--- config.mk ---
export PLATFORM = sky130hd
export DESIGN_NAME = unfairness_eval
export DESIGN_NICKNAME = d
export VERILOG_FILES = /design/src/rtl/uf_pkg.sv /design/src/rtl/uf_ratio_gt.sv /design/src/rtl/uf_counter_bank.sv /design/src/rtl/unfairness_eval.sv
export SDC_FILE = /design/constraint.sdc
export NUM_CORES = 2
export LEC_CHECK = 0
export ABC_AREA = 1
export BUFFER_PORTS_ARGS = -buffer_cell sky130_fd_sc_hd__buf_2
export CORE_MARGIN = 4
export CORE_UTILIZATION = 40
export CTS_CLUSTER_SIZE = 8
export DETAILED_ROUTE_END_ITERATION = 6
export PLACE_DENSITY_LB_ADDON = 0.15
export SYNTH_ARGS = -nofsm -noshare
export SYNTH_HDL_FRONTEND = slang
export SYNTH_SLANG_ARGS = --single-unit
--- constraint.sdc ---
create_clock -name clk -period 16.1 [get_ports clk]
set_input_delay 2.415 -clock clk [delete_from_list [all_inputs] [get_ports clk]]
set_output_delay 2.415 -clock clk [all_outputs]
set_load 0.01 [all_outputs]
--- src/rtl/uf_pkg.sv ---
package uf_pkg;
    typedef enum logic [1:0] {
        ST_ACCUM    = 2'd0,
        ST_SCAN_SD  = 2'd1,
        ST_SCAN_AGG = 2'd2,
        ST_REPORT   = 2'd3
    } uf_state_e;
endpackage

--- src/rtl/uf_ratio_gt.sv ---
// Unsigned comparison a*b > c*d, computed at a common width.
module uf_ratio_gt #(
    parameter int AW = 8,
    parameter int BW = 8,
    parameter int CW = 8,
    parameter int DW = 8
) (
    input  logic [AW-1:0] a,
    input  logic [BW-1:0] b,
    input  logic [CW-1:0] c,
    input  logic [DW-1:0] d,
    output logic          gt
);
    localparam int LW = AW + BW;
    localparam int RW = CW + DW;
    localparam int PW = (LW > RW) ? LW : RW;

    logic [PW-1:0] lhs, rhs;

    always_comb begin
        lhs = PW'(a) * PW'(b);
        rhs = PW'(c) * PW'(d);
        gt  = lhs > rhs;
    end
endmodule

--- src/rtl/uf_counter_bank.sv ---
// Per-victim excess counters and aggressor-by-victim pair counters.
module uf_counter_bank #(
    parameter int NCORES = 4,
    parameter int CNT_W  = 11,
    parameter int SAT    = 1023,
    localparam int IDW   = $clog2(NCORES)
) (
    input  logic                                   clk,
    input  logic                                   rst_n,
    input  logic                                   clear,
    input  logic                                   ev_en,
    input  logic [IDW-1:0]                         victim,
    input  logic [IDW-1:0]                         aggr,
    output logic [NCORES-1:0][CNT_W-1:0]           excess_o,
    output logic [NCORES-1:0][NCORES-1:0][CNT_W-1:0] pair_o
);
    logic hit;
    assign hit = ev_en && (victim != aggr);

    for (genvar gv = 0; gv < NCORES; gv++) begin : g_victim
        logic [CNT_W-1:0] ex_q;
        always_ff @(posedge clk or negedge rst_n) begin
            if (!rst_n) begin
                ex_q <= '0;
            end else if (clear) begin
                ex_q <= '0;
            end else if (hit && victim == IDW'(gv) && ex_q != CNT_W'(SAT)) begin
                ex_q <= ex_q + CNT_W'(1);
            end
        end
        assign excess_o[gv] = ex_q;

        for (genvar ga = 0; ga < NCORES; ga++) begin : g_aggr
            if (ga == gv) begin : g_diag
                assign pair_o[ga][gv] = '0;
            end else begin : g_cnt
                logic [CNT_W-1:0] pc_q;
                always_ff @(posedge clk or negedge rst_n) begin
                    if (!rst_n) begin
                        pc_q <= '0;
                    end else if (clear) begin
                        pc_q <= '0;
                    end else if (hit && victim == IDW'(gv) && aggr == IDW'(ga)) begin
                        pc_q <= pc_q + CNT_W'(1);
                    end
                end
                assign pair_o[ga][gv] = pc_q;
            end
        end
    end
endmodule

--- src/rtl/unfairness_eval.sv ---
module unfairness_eval
    import uf_pkg::*;
#(
    parameter int NCORES       = 4,
    parameter int INTERVAL_LEN = 1024,
    parameter int WEIGHT_W     = 8,
    parameter int TGT_W        = 16,
    parameter int TGT_FRAC     = 8,
    localparam int IDW         = $clog2(NCORES),
    localparam int CNT_W       = $clog2(INTERVAL_LEN + 1)
) (
    input  logic                       clk,
    input  logic                       rst_n,
    input  logic                       ev_valid,
    input  logic [IDW-1:0]             ev_victim,
    input  logic [IDW-1:0]             ev_aggr,
    input  logic [TGT_W-1:0]           target_q,
    input  logic [NCORES*WEIGHT_W-1:0] weights,
    output logic                       eval_valid,
    output logic                       over_target,
    output logic [IDW-1:0]             slowest_id,
    output logic [IDW-1:0]             aggressor_id
);
    localparam logic [IDW-1:0]   LAST_IDX = IDW'(NCORES - 1);
    localparam logic [CNT_W-1:0] LAST_CYC = CNT_W'(INTERVAL_LEN - 1);
    localparam int               MW       = WEIGHT_W + CNT_W;

    uf_state_e state_q, state_d;
    logic [CNT_W-1:0] cyc_q, best_q;
    logic [IDW-1:0]   idx_q, max_q, min_q, agg_q;
    logic             have_q;

    logic [NCORES-1:0][CNT_W-1:0]             excess;
    logic [NCORES-1:0][NCORES-1:0][CNT_W-1:0] pair;
    logic [CNT_W-1:0]    alone [NCORES];
    logic [WEIGHT_W-1:0] wgt   [NCORES];
    logic [WEIGHT_W-1:0] w_cur, w_max, w_min;
    logic [CNT_W-1:0]    a_cur, a_max, a_min, pair_cand;
    logic [MW-1:0]       wmin_amax;
    logic                cur_above_max, cur_below_min, unfair_over;

    uf_counter_bank #(
        .NCORES(NCORES), .CNT_W(CNT_W), .SAT(INTERVAL_LEN - 1)
    ) counters_i (
        .clk(clk), .rst_n(rst_n),
        .clear(state_q == ST_REPORT),
        .ev_en(ev_valid && state_q == ST_ACCUM),
        .victim(ev_victim), .aggr(ev_aggr),
        .excess_o(excess), .pair_o(pair)
    );

    always_comb begin
        for (int k = 0; k < NCORES; k++) begin
            alone[k] = CNT_W'(INTERVAL_LEN) - excess[k];
            wgt[k]   = weights[k*WEIGHT_W +: WEIGHT_W];
        end
        w_cur     = wgt[idx_q];
        a_cur     = alone[idx_q];
        w_max     = wgt[max_q];
        a_max     = alone[max_q];
        w_min     = wgt[min_q];
        a_min     = alone[min_q];
        pair_cand = pair[idx_q][max_q];
        wmin_amax = MW'(w_min) * MW'(a_max);
    end

    // current core's slowdown strictly above the running maximum
    uf_ratio_gt #(.AW(WEIGHT_W), .BW(CNT_W), .CW(WEIGHT_W), .DW(CNT_W)) cmp_max_i (
        .a(w_cur), .b(a_max), .c(w_max), .d(a_cur), .gt(cur_above_max));

    // current core's slowdown strictly below the running minimum
    uf_ratio_gt #(.AW(WEIGHT_W), .BW(CNT_W), .CW(WEIGHT_W), .DW(CNT_W)) cmp_min_i (
        .a(w_min), .b(a_cur), .c(w_cur), .d(a_min), .gt(cur_below_min));

    // max/min ratio strictly above target
    uf_ratio_gt #(.AW(WEIGHT_W + TGT_FRAC), .BW(CNT_W), .CW(TGT_W), .DW(MW)) cmp_tgt_i (
        .a({w_max, {TGT_FRAC{1'b0}}}), .b(a_min), .c(target_q), .d(wmin_amax),
        .gt(unfair_over));

    always_ff @(posedge clk or negedge rst_n) begin
        if (!rst_n) state_q <= ST_ACCUM;
        else        state_q <= state_d;
    end

    always_comb begin
        state_d = state_q;
        unique case (state_q)
            ST_ACCUM:    if (cyc_q == LAST_CYC) state_d = ST_SCAN_SD;
            ST_SCAN_SD:  if (idx_q == LAST_IDX) state_d = ST_SCAN_AGG;
            ST_SCAN_AGG: if (idx_q == LAST_IDX) state_d = ST_REPORT;
            ST_REPORT:   state_d = ST_ACCUM;
            default:     state_d = ST_ACCUM;
        endcase
    end

    always_ff @(posedge clk or negedge rst_n) begin
        if (!rst_n) begin
            cyc_q  <= '0;
            idx_q  <= '0;
            max_q  <= '0;
            min_q  <= '0;
            agg_q  <= '0;
            best_q <= '0;
            have_q <= 1'b0;
        end else begin
            unique case (state_q)
                ST_ACCUM: begin
                    cyc_q <= (cyc_q == LAST_CYC) ? '0 : cyc_q + CNT_W'(1);
                    idx_q <= '0;
                end
                ST_SCAN_SD: begin
                    if (idx_q == '0) begin
                        max_q <= '0;
                        min_q <= '0;
                    end else begin
                        if (cur_above_max) max_q <= idx_q;
                        if (cur_below_min) min_q <= idx_q;
                    end
                    have_q <= 1'b0;
                    idx_q  <= (idx_q == LAST_IDX) ? '0 : idx_q + IDW'(1);
                end
                ST_SCAN_AGG: begin
                    if (idx_q != max_q && (!have_q || pair_cand > best_q)) begin
                        agg_q  <= idx_q;
                        best_q <= pair_cand;
                        have_q <= 1'b1;
                    end
                    idx_q <= (idx_q == LAST_IDX) ? '0 : idx_q + IDW'(1);
                end
                ST_REPORT: begin
                    idx_q <= '0;
                end
                default: idx_q <= '0;
            endcase
        end
    end

    always_ff @(posedge clk or negedge rst_n) begin
        if (!rst_n) begin
            eval_valid   <= 1'b0;
            over_target  <= 1'b0;
            slowest_id   <= '0;
            aggressor_id <= '0;
        end else begin
            eval_valid <= (state_q == ST_REPORT);
            if (state_q == ST_REPORT) begin
                over_target  <= unfair_over;
                slowest_id   <= max_q;
                aggressor_id <= agg_q;
            end
        end
    end
endmodule

# Word-level counts from Yosys, hierarchy flattened
# Index checks and enable logic that the tools add are counted.
[op_classes] multipliers=7 addsub=22 mux=67 n_reduce_logical=55 magnitude_cmp=9 bitwise_logic=3 n_eq_ne=21
[ops] cell="2-to-1 mux 11 bit" count=40
[ops] cell="adder 11 x 1 -> 11 bit, second input constant" count=17
[ops] cell="multiplier 8 x 11 -> 19 bit" count=6
[ops] cell="binary-select mux 11 bit (select 2 bit)" count=4
[ops] cell="binary-select mux 44 bit (select 2 bit)" count=1
[ops] cell="binary-select mux 8 bit (select 2 bit)" count=3
[ops] cell="2-to-1 mux 8 bit" count=6
[ops] cell="2-to-1 mux 44 bit" count=1
[ops] cell="inequality test 11 x 10 -> 1 bit, second input constant" count=4
[ops] cell="subtractor 11 bit, first input constant" count=4
[ops] cell="greater-than comparator 19 bit" count=2
[ops] cell="nonzero test 2 bit" count=19
[ops] cell="greater-than comparator 27 x 35 -> 1 bit" count=1
[ops] cell="multiplier 16 x 19 -> 35 bit" count=1
[ops] cell="logical AND 1 bit" count=23
[ops] cell="2-to-1 mux 2 bit" count=8
[ops] cell="== test 2 bit, second input constant" count=7
[ops] cell="== test 11 x 10 -> 1 bit, second input constant" count=1
[ops] cell="greater-than comparator 11 bit" count=1
[ops] cell="greater-or-equal comparator 3 bit, second input constant" count=3
[ops] cell="NOT 2 -> 3 bit" count=3
[ops] cell="zero test 2 bit" count=4
[ops] cell="one-hot mux 2 bit (4 select lines)" count=1
[ops] cell="AND reduction 2 bit" count=4
[ops] cell="13 further kinds" count=20
[totals] ff_bits=215 wordCells=212 inputBits=55 out_inout_bits=6

# Longest topological paths before layout
[logic_depth] depth_word=9 mapped_depth=64

# Modules after synthesis
# A second synthesis with hierarchy kept.
[hier_totals] cells_unflattened=7724 area_unflattened_um2=51425.6
[modules_own_cells] mod="uf_ratio_gt at cmp_tgt_i" area_per_inst_um2=17300.3 cells_per_inst=2426 n_inst=1
[modules_own_cells] mod="uf_ratio_gt at cmp_max_i ..." area_per_inst_um2=6787.8 cells_per_inst=1037 n_inst=2
[modules_own_cells] mod="uf_counter_bank" area_per_inst_um2=11036.8 cells_per_inst=1614 n_inst=1
[modules_own_cells] mod="unfairness_eval" area_per_inst_um2=9512.9 cells_per_inst=1610 n_inst=1

# Least setup slack after synthesis
# OpenSTA, ideal clock, no wires.
[synth_timing] path_kind="input to register" from="input weights[15]" to="register over_target" path_slack_ns=3.740 required_time_ns=15.976 t_arrival_ns=12.236 stages=53 cell_sequence="inv_1 nand2_1 a32oi_1 inv_1 clkbuf_1 nand2_1 fa_1 fa_1 inv_1 fa_1 inv_1 fa_1 inv_1 ha_1 inv_1 o21ai_0 nor2_1 o21ai_2 (+17 left out) nand2_1 nand2_1 a31oi_1 xor2_1 ha_1 inv_1 nor2_1 nand2_1 nor2_1 nand2_1 nor2_1 nand3_1 nand2_1 nor2_1 nand2_1 nor2_1 nand3_1 o21bai_1"
[synth_between] elab_chain_cells=6
[synth_rtl] element="start: declaration" line_no="unfairness_eval.sv:18" text="input logic [NCORES*WEIGHT_W-1:0] weights,"
[synth_rtl] element="binary-select mux 8 bit (select 2 bit)" line_no="unfairness_eval.sv:61" text="w_min = wgt[min_q];"
[synth_rtl] element="2-to-1 mux 8 bit (not written as such) (2 in a row)" line_no="unfairness_eval.sv:61"
[synth_rtl] element="multiplier 8 x 11 -> 19 bit" line_no="unfairness_eval.sv:64" text="wmin_amax = MW'(w_min) * MW'(a_max);"
[synth_rtl] element="multiplier 16 x 19 -> 35 bit" line_no="uf_ratio_gt.sv:22" text="rhs = PW'(c) * PW'(d);"
[synth_rtl] element="greater-than comparator 27 x 35 -> 1 bit *" line_no="uf_ratio_gt.sv:23" text="gt = lhs > rhs;"
[synth_rtl] element="end signal: assignment" line_no="unfairness_eval.sv:147" text="over_target <= unfair_over;"
[synth_rtl] element="end: declaration" line_no="unfairness_eval.sv:20" text="output logic over_target,"
# Mark *: on every way between the ends. The rest lies on a longest branch, timed or not. The select of a mux whose other input is x is not followed.
# A chain may end at the register's enable or synchronous reset.

# Worst setup path after layout
[layout_timing] from="input weights[4]" to="register over_target"
# Same word-level chain as after synthesis.

==> metrics.txt <==
EDFF count, synth=0; largest net degree at the start of global routing=86; RSZ-0062 raised after global routing=false; vias in the first global route=about 38,000; Max-cap violations=0; syn_nets=6,832; Seq cells post-synth=~220; Reg clk slew, reported paths=~0.070 ns; Most Frequent Cell on Critical Path=inv_1; status=finished, final reports clean; min Tclk post-route=about 13 ns; post-synthesis sequential area ratio=roughly 13%; Hold WC Path Type=flop to flop; chip height=~330 µm; CTS tree=built; initial antenna violation count=4; Core Box Area=approximately 100,000 µm²; Area Growth Syn to Fin=6.123%; Tcrit/Tclk final=83.16%; I/O Pins=61; site row count=approximately 120; final hold viol count=0; Routed WL per cell=between 15 and 20 µm; clk root buf=clkbuf_16; Critical Path AT=13.89 ns; Die W=between 300 and 400 µm; Vias=37,492; drt drc=0; TritonCTS Buffers=31; Synth top area share=26.53%; Max-slew headroom=roughly 15%; final worst setup slack=about 2.7 ns; Setup Buffers After CTS=0; fin. max-slew vios=0; setup TNS=0 ns; Netlist cell types=56; ys async rst share=between 90% and 100%; pre-CTS WS=2.294 ns; Placer Congestion=0.9116; critical path startpoint category=primary input; crit-path max FO=18; ys flop type=dfrtp_1; Layout Skew=0.01934 ns; Filler cells=10,904; total gr overflow=0; Via density=around 5.3; Worst-Margin Slew=1.262 ns; top-count cell post-synth=nand2_1; HPWL Detailed=around 110 mm; initial DRC count=between 2,000 and 3,000; final number of setup-violating endpoints=0; total die area=110,900 µm²; final wirelength=132.9 mm; warnings from Yosys=0; synthesized area per cell=roughly 7.3 µm²; Initial Util=between 40% and 50%; Antenna Nets Post-Route=0; Synth area leaders=fa_1 (27%), ha_1 (13%), dfrtp_1 (13%); Clock Sink Count=roughly 220; clock buffer depth=3; worst setup path class=primary input to flop; IO Port Bufs=60; largest area contributor in the netlist=fa_1; CP Data Required Time=16.60 ns; global-route wire length before repair=~210 mm; fin nets=6,803; cts hold-fix bufs=0; ratio of cells with drive above 1 in the final layout=under 10%; crit-path max cell delay=just under 1 ns; Worst Setup End Kind=flop; Worst-Skew Late Latency=0.57 ns; H-tree Lvls=1; drt first pass iters=5; Resized Gates After CTS=0; Max Fclk=74.69 MHz; cells after synthesis=~5,800; top post-synthesis cells by count=nand2_1 (1,216), inv_1 (1,189), nor2_1 (636); synthesized area=around 42,000 µm²; GRT Total Usage=between 20% and 30%; critical path's slowest cell=xnor2_1
critical path, delay by kind of cell:
family | cells | cell delay [ns]
XOR/XNOR | 2 | 1.14
AND/OR/NAND/NOR | 22 | 2.21
buffers and inverters | 13 | 1.54
adder cells (fa/ha/maj) | 13 | 5.81
AO/OA/AOI/OAI | 4 | 0.74
metal layers:
layer,wire [µm],GRT usage [%]
met1,61810,34.62
met2,59700,38.82
met3,7534,2.160
met4,3842,5.932
met5,0,0
area by class of cell:
cell class              instances  area (µm²)  area share, %
diodes                          1       2.502       0.005580
flip-flops and latches        215        5381          12.00
well taps                    1380        1727          3.850
clock inverters                 2       38.79        0.08650
clock buffers                  35       810.8          1.808
multi-input cells            4173       31610          70.50
inverters                    1219        4577          10.21
repair buffers                111       693.2          1.546
state kept, by name (all words and copies together), names as in the netlist:
| name | flops |
|---|---|
| over_target | 1 |
| state_q | 2 |
| max_q | 2 |
| have_q | 1 |
| min_q | 2 |
| best_q | 11 |
| aggressor_id | 2 |
| cyc_q | 11 |
| slowest_id | 2 |
| counters_i.g_victim.g_aggr.g_cnt.pc_q | 132 |
| counters_i.g_victim.ex_q | 44 |
| idx_q | 2 |
| agg_q | 2 |
| eval_valid | 1 |
logic make-up (layout without fill, tap and decap cells):
group / Yosys count / after routing / share of synthesized area (%)
XOR/XNOR: 158 / 158 / 3.275
buffers and inverters: 1392 / 1367 / 12.49
flip-flops: 215 / 215 / 12.73
adder cells (fa/ha/maj): 997 / 997 / 39.47
AO/OA/AOI/OAI: 673 / 673 / 9.197
AND/OR/NAND/NOR: 2345 / 2345 / 22.84
other: 0 / 1 / 0
per-stage QoR:
step	area, µm²	instances	hold slack, ns	utilization [%]
final	44840	7136	0.4754	43.02
after global routing	44840	7136	0.5066	43.02
after CTS	44840	7135	0.4810	43.02
after detailed placement	43990	7098	0.4645	42.20
after global placement	43990	7098	0.4562	42.20
after floorplan	42260	5780	0.4493	-
final timing paths:
| check | from | endpoint | slack, ns | depth (start not counted) |
|---|---|---|---|---|
| max in group asynchronous | rst_n | counters_i.g_victim[3].g_aggr[1].g_cnt.pc_q[1]$_DFFE_PN0P_ | 12.70 | 2 |
| min in group asynchronous | rst_n | counters_i.g_victim[1].g_aggr[2].g_cnt.pc_q[4]$_DFFE_PN0P_ | 1.80 | 1 |
| hold / removal | aggressor_id[0]$_DFFE_PN0P_ | aggressor_id[0]$_DFFE_PN0P_ | 0.48 | 2 |
| setup / recovery | weights[4] | over_target$_DFFE_PN0P_ | 2.71 | 54 |
| hold reg to reg | aggressor_id[0]$_DFFE_PN0P_ | aggressor_id[0]$_DFFE_PN0P_ | 0.48 | 2 |
| setup reg to reg | counters_i.g_victim[3].ex_q[0]$_DFFE_PN0P_ | over_target$_DFFE_PN0P_ | 3.00 | 57 |
cell usage in the layout, fill, tap and decap left out, types with 16 or more instances in the layout:
cell	count
fa_1	560
ha_1	436
clkinv_1	16
nand2_1	1216
nand4_1	59
o221ai_1	30
o211ai_1	38
buf_4	51
a21oi_1	259
xor2_1	109
xnor2_1	49
buf_2	59
inv_1	1188
dfrtp_1	214
nor4_1	25
a32oi_1	18
o21ai_0	209
clkbuf_16	31
nand3_1	231
o22ai_1	46
nor3_1	132
nor2_1	635
Power is not shown: default switching activity piles up to over one toggle a cycle in this logic, so the estimate is an artifact.
